<file path="src/rtl/fpq_pkg.sv">
package fpq_pkg;
  // Polarity of the top fraction bit for quiet NaNs.
  typedef enum logic {
    NAN_POL_LEGACY = 1'b0,
    NAN_POL_2008   = 1'b1
  } nan_pol_e;
endpackage

</file>
<file path="src/rtl/fpq_classify.sv">
module fpq_classify #(
  parameter int EXP_W  = 8,
  parameter int FRAC_W = 23,
  localparam int WIDTH = EXP_W + FRAC_W + 1
) (
  input  logic [WIDTH-1:0] op,
  input  fpq_pkg::nan_pol_e pol,
  output logic             nan,
  output logic             snan
);
  logic [EXP_W-1:0]  exp_f;
  logic [FRAC_W-1:0] frac_f;
  logic              exp_full;
  logic              frac_nz;

  assign exp_f    = op[WIDTH-2 -: EXP_W];
  assign frac_f   = op[FRAC_W-1:0];
  assign exp_full = &exp_f;
  assign frac_nz  = |frac_f;
  assign nan      = exp_full & frac_nz;
  // Signaling when the top fraction bit disagrees with the quiet polarity.
  assign snan     = nan & (frac_f[FRAC_W-1] ^ (pol == fpq_pkg::NAN_POL_2008));
endmodule

</file>
<file path="src/rtl/fpq_quieter.sv">
module fpq_quieter #(
  parameter int EXP_W  = 8,
  parameter int FRAC_W = 23,
  localparam int WIDTH = EXP_W + FRAC_W + 1
) (
  input  logic [WIDTH-1:0] op,
  input  fpq_pkg::nan_pol_e pol,
  output logic [WIDTH-1:0] quieted
);
  localparam int TOP = FRAC_W - 1;

  logic [FRAC_W-1:0] frac_in;
  logic [FRAC_W-1:0] frac_q;

  assign frac_in = op[FRAC_W-1:0];

  generate
    if (FRAC_W >= 2) begin : g_guard
      // Legacy quieting may empty the fraction; refill the next bit.
      logic rest_zero;
      assign rest_zero = ~|frac_in[TOP-1:0];
      always_comb begin
        frac_q = frac_in;
        if (pol == fpq_pkg::NAN_POL_2008) begin
          frac_q[TOP] = 1'b1;
        end else begin
          frac_q[TOP] = 1'b0;
          if (rest_zero) frac_q[TOP-1] = 1'b1;
        end
      end
    end else begin : g_one
      // Single fraction bit: only the 2008 polarity is meaningful.
      always_comb begin
        frac_q = frac_in;
        frac_q[TOP] = 1'b1;
      end
    end
  endgenerate

  assign quieted = {op[WIDTH-1:FRAC_W], frac_q};
endmodule

</file>
<file path="src/rtl/fpq_nan_quiet.sv">
module fpq_nan_quiet #(
  parameter int EXP_W  = 8,
  parameter int FRAC_W = 23,
  localparam int WIDTH = EXP_W + FRAC_W + 1
) (
  input  logic [WIDTH-1:0] op_in,
  input  logic             nan2008,
  output logic             is_nan,
  output logic             is_snan,
  output logic [WIDTH-1:0] quiet_out,
  output logic             invalid
);
  fpq_pkg::nan_pol_e pol;
  logic [WIDTH-1:0]  q_val;

  assign pol = fpq_pkg::nan_pol_e'(nan2008);

  fpq_classify #(.EXP_W(EXP_W), .FRAC_W(FRAC_W)) u_cls (
    .op   (op_in),
    .pol  (pol),
    .nan  (is_nan),
    .snan (is_snan)
  );

  fpq_quieter #(.EXP_W(EXP_W), .FRAC_W(FRAC_W)) u_qt (
    .op      (op_in),
    .pol     (pol),
    .quieted (q_val)
  );

  assign quiet_out = is_snan ? q_val : op_in;
  assign invalid   = is_snan;
endmodule

</file>
<file path="config.mk">
export PLATFORM = sky130hd
export DESIGN_NAME = fpq_nan_quiet
export DESIGN_NICKNAME = d
export VERILOG_FILES = /design/src/rtl/fpq_pkg.sv /design/src/rtl/fpq_classify.sv /design/src/rtl/fpq_quieter.sv /design/src/rtl/fpq_nan_quiet.sv
export SDC_FILE = /design/constraint.sdc
export NUM_CORES = 1
export LEC_CHECK = 0
export BUFFER_PORTS_ARGS = -buffer_cell sky130_fd_sc_hd__buf_2
export CORE_AREA = 5 5 42 44
export DETAILED_ROUTE_END_ITERATION = 10
export DIE_AREA = 0 0 47 49
export PLACE_DENSITY = 0.84
export SYNTH_ARGS = -nofsm -noshare
export SYNTH_HDL_FRONTEND = slang
export SYNTH_SLANG_ARGS = --single-unit
</file>
<file path="constraint.sdc">
create_clock -name vclk -period 1.65
set_input_delay 0.0825 -clock vclk [all_inputs]
set_output_delay 0.0825 -clock vclk [all_outputs]
set_load 0.02 [all_outputs]
</file>
**Yosys cells after proc, flatten, opt, wreduce, memory -nomap -nowiden**

Cells that the tools add are included.

- Flip-flop bits (word level): 0
- Bits in latches: 0
- RAM bits: 0
- ROM bits: 0
- Input bits: 33
- Output and inout port bits: 35
- Word-level logic and storage cells: 10
- Memories: 0

- $add $sub $neg: 0
- $mul: 0
- Divide/modulo/power cells: 0
- Order comparisons: 0
- Eq/ne operators: 0
- Shift-type cells: 0
- Muxes and demuxes: 4
- Bitwise logic cells: 3
- Reductions and logical operators: 3

Operators by type and width:

| operator | number |
|---|---|
| 23-bit 2-to-1 mux | 1 |
| 23-bit OR reduction | 1 |
| 22-bit OR reduction | 1 |
| 8-bit AND reduction | 1 |
| 1-bit 2-to-1 mux | 3 |
| 1-bit AND | 2 |
| 1-bit XOR | 1 |

**Logic depth before layout (Yosys ltp)**

- Depth in word-level cells: 4
- Gate-level depth with buffers: 5

**Hierarchy**

Synthesis repeated with hierarchy kept, for this count alone.

- Cell total of the unflattened synthesis: 90
- Area, all modules: 938.4 sq um

Modules (own cells, without submodules):

| module | times used | cells each | area each (sq um) | seq. area each (sq um) |
|---|---|---|---|---|
| fpq_nan_quiet | 1 | 37 | 551.8 | 0.0 |
| fpq_quieter | 1 | 39 | 291.5 | 0.0 |
| fpq_classify | 1 | 14 | 95.1 | 0.0 |

**Worst setup path after synthesis**

OpenSTA, ideal clock, no wires.

- Kind: in2out
- Start: input port op_in[23]
- End: output port is_snan
- Arrival: 1.220 ns
- Data required time: 1.567 ns
- Path slack: 0.348 ns
- Stages: 4
- Path through: nand4_1 -> nor2_1 -> a21boi_0 -> buf_4

- Cells in the longest elaborated chain, start to end: 3

Ends and longest elaborated chain:

| what | RTL line | source |
|---|---|---|
| from (decl) | fpq_nan_quiet.sv:6 | `input logic [WIDTH-1:0] op_in,` |
| 8-bit AND reduction | fpq_classify.sv:18 | `assign exp_full = &exp_f;` |
| 1-bit AND | fpq_classify.sv:20 | `assign nan = exp_full & frac_nz;` |
| 1-bit AND | fpq_classify.sv:22 | `assign snan = nan & (frac_f[FRAC_W-1] ^ (pol == fpq_pkg::NAN_POL_2008));` |
| to (decl) | fpq_nan_quiet.sv:9 | `output logic is_snan,` |

Every way passes these cells.

**Worst setup path in the final report**

- Start: input port op_in[1]
- End: output port quiet_out[21]

- Cells in the longest elaborated chain, start to end: 4
- Elaborated cells on any way between the ends: 7
- Classes of those cells: mux (3); bitwise (2); reduce/logical (2)

Ends and longest elaborated chain:

| what | RTL line | source |
|---|---|---|
| 23-bit OR reduction / 22-bit OR reduction (equally long branches) | fpq_classify.sv:19, fpq_quieter.sv:21 |  |
| 1-bit AND / 1-bit 2-to-1 mux (equally long branches) | fpq_classify.sv:20, fpq_quieter.sv:28 |  |
| 1-bit AND / 1-bit 2-to-1 mux (equally long branches) | fpq_classify.sv:22, fpq_quieter.sv:24 |  |
| 23-bit 2-to-1 mux (*) | fpq_nan_quiet.sv:31 | `assign quiet_out = is_snan ? q_val : op_in;` |
| to (decl) | fpq_nan_quiet.sv:10 | `output logic [WIDTH-1:0] quiet_out,` |

Mark *: on every way between the ends. The rest lies on a longest branch, timed or not.

==> impl_metrics.py <==
metrics = {
    "logic_synthesis": {
        "syn_nets": 85,
        "yosysSeqAreaShare": 0,
        "yosysTopAreaCell": "buf_4",
        "syn_area_per_cell_um2": 6.93,
        "synthXorXnorAreaFrac": 0,
        "synth.area.mux_share": 0,
        "syn-instance-count": 52,
        "ys_types": 12,
        "synth_top_cells_by_count": "buf_4, nor4_1, nand4_1, nor2_1",
        "synth_top_area_share": 0.646,
        "netlist_area_um2": 360,
        "synth_most_common_cell": "buf_4",
        "synth_top_family_by_area": "buffers and inverters",
        "synth-simple-area-share": 0.208,
        "synthAdderAreaFrac": 0,
        "synth_area_leaders": "buf_4, nor4_1, nand4_1",
        "synth_compound_area_frac": 0.125,
        "yosysWarnings": 0,
    },
    "die": {
        "die_h_um": 49,
        "core-area_um2": 1400,
        "io_pins": 68,
        "start_util": 0.257,
        "num_rows": 14,
        "die_w_um": 47,
        "dieArea_um2": 2300,
    },
    "final_layout": {
        "ff_latch_area_um2": 0,
        "postLayoutCoreUtil": 0.341,
        "seq_cells": 0,
        "num-clock-buffers": 0,
        "fin_nets": 122,
        "diodes": 0,
        "drive_gt1_frac": 0.770,
        "area_growth_pct": 32.6,
    },
    "grt": {
        "grt_pass1_vias": 436,
        "grt_overflow": 0,
        "grt_use_total": 0.0926,
        "grt_max_degree": 6,
        "antenna_found_initial": 0,
        "grt_pass1_wl_mm": 1.71,
    },
    "placed_design": {
        "gp_congestion": 0.609,
        "dpl.hpwl_mm": 1.14,
        "port_buffers": 66,
    },
    "run": {
        "drv_cap": 0,
    },
    "power": {
        "p_int_mw": 0.0585,
        "power_switching_mw": 0.0892,
        "power_leakage_nw": 0.300,
        "ir_drop_uv": 87.4,
        "clock_power_share": 0,
        "power_density_nw_per_um2": 309,
        "seq_power_share": 0,
        "p_comb_frac": 1.000,
        "p_sw_frac": 0.604,
    },
    "sta": {
        "period_minus_slack_ns": 1.28,
        "maxSlewHeadroom": 0.811,
        "slew_viol_final": 0,
        "fin_crit_sh": 0.778,
        "max_freq_ghz": 0.779,
        "rsz0062_at_grt": "no",
        "final_hold_viol_count": 0,
        "worstMarginPinSlew_ns": 0.282,
        "setup_violations": 0,
        "finalSetupTns_ns": 0,
    },
    "clock_network": {
        "cts_resized": 0,
        "post-cts-setup-buffer-count": 0,
        "ctsHoldBuffers": 0,
    },
    "critical_path": {
        "crit_chain": "buf_2 > nor4_1 > nand4_1 > nor2_1 > a41o_1 > buf_2",
        "slowest_delay_ns": 0.30,
        "critPathLaunchType": "input pin",
        "cp_max_fo": 3,
        "cp.required_ns": 1.57,
        "path_delay_family": "simple AND/OR/NAND/NOR gates",
        "crit_slowest_cell": "nor4_1",
        "end_kind": "output port",
        "path_buf_inv": 2,
        "worstSetupPathType": "in2out",
        "cpMostUsedCell": "buf_2",
        "cp_data_arrival_time_ns": 1.20,
    },
    "route": {
        "wirelength_mm": 1.20,
        "drt-met1-wl_um": 354,
        "wl_met3_um": 115,
        "dr.pass1.iters": 2,
        "vias": 454,
        "drt-initial-drc-count": 4,
        "drc": 0,
        "antenna_left": 0,
        "top_layer_used": "met3",
        "wl_met2_um": 735,
        "vias_per_cell": 4.41,
        "wl_per_cell_um": 11.7,
    },
    "outcome": {
        "status": "finished, final reports clean",
    },
    "worst_hold_path": {
        "hold_path.class": "in2out",
    },
}
## through the flow
step,power [mW],worst slack (ns),instance area [um2],hold slack [ns],instances
after floorplan,0.119,0.348,360,0.278,52
after global routing,0.159,0.199,478,0.165,103
after CTS,0.149,0.350,478,0.165,103
after detailed placement,0.149,0.353,478,0.165,103
after global placement,0.146,0.378,478,0.165,103
final,0.148,0.366,478,0.165,103
## cell usage in the layout, fill, tap and decap left out
cell	synthesis	final
nor4_1	4	4
a41o_1	1	1
nor2_1	3	3
a22oi_1	1	1
a21boi_0	2	2
nand4_1	3	3
nand2_1	2	2
o21ai_0	1	1
buf_2	0	66
o211ai_1	1	1
inv_1	2	2
nor4_2	1	1
## path summary, 6_finish.rpt
check / from / to / slack (ns) / cells after the start
worst min-delay path: op_in[31] / quiet_out[31] / 0.17 / 0
worst max-delay path: op_in[1] / quiet_out[21] / 0.37 / 6
## cells by family after synthesis
kind of cell / after synthesis
AO/OA/AOI/OAI: 6
AND/OR/NAND/NOR: 13
buffers and inverters: 33
## layout make-up
cell class	instances	area (um2)
fillers	182	923
inverters	2	7.51
well taps	16	20.0
multi-input cells	19	120
repair buffers	66	330
## power groups by stage
stage	combinational (mW)	sequential (mW)	clock [mW]
after floorplan	0.119	0	0
after global placement	0.146	0	0
after detailed placement	0.149	0	0
after CTS	0.149	0	0
after global routing	0.159	0	0
final	0.148	0	0
## routing by layer
metal  up-vias  global-route usage
met5         -                   0
met4         0                   0
met3         0                   0
met2        27               0.217
met1       208              0.0783
li1        219                   -
No activity file was read; power rests on OpenSTA's default activity.
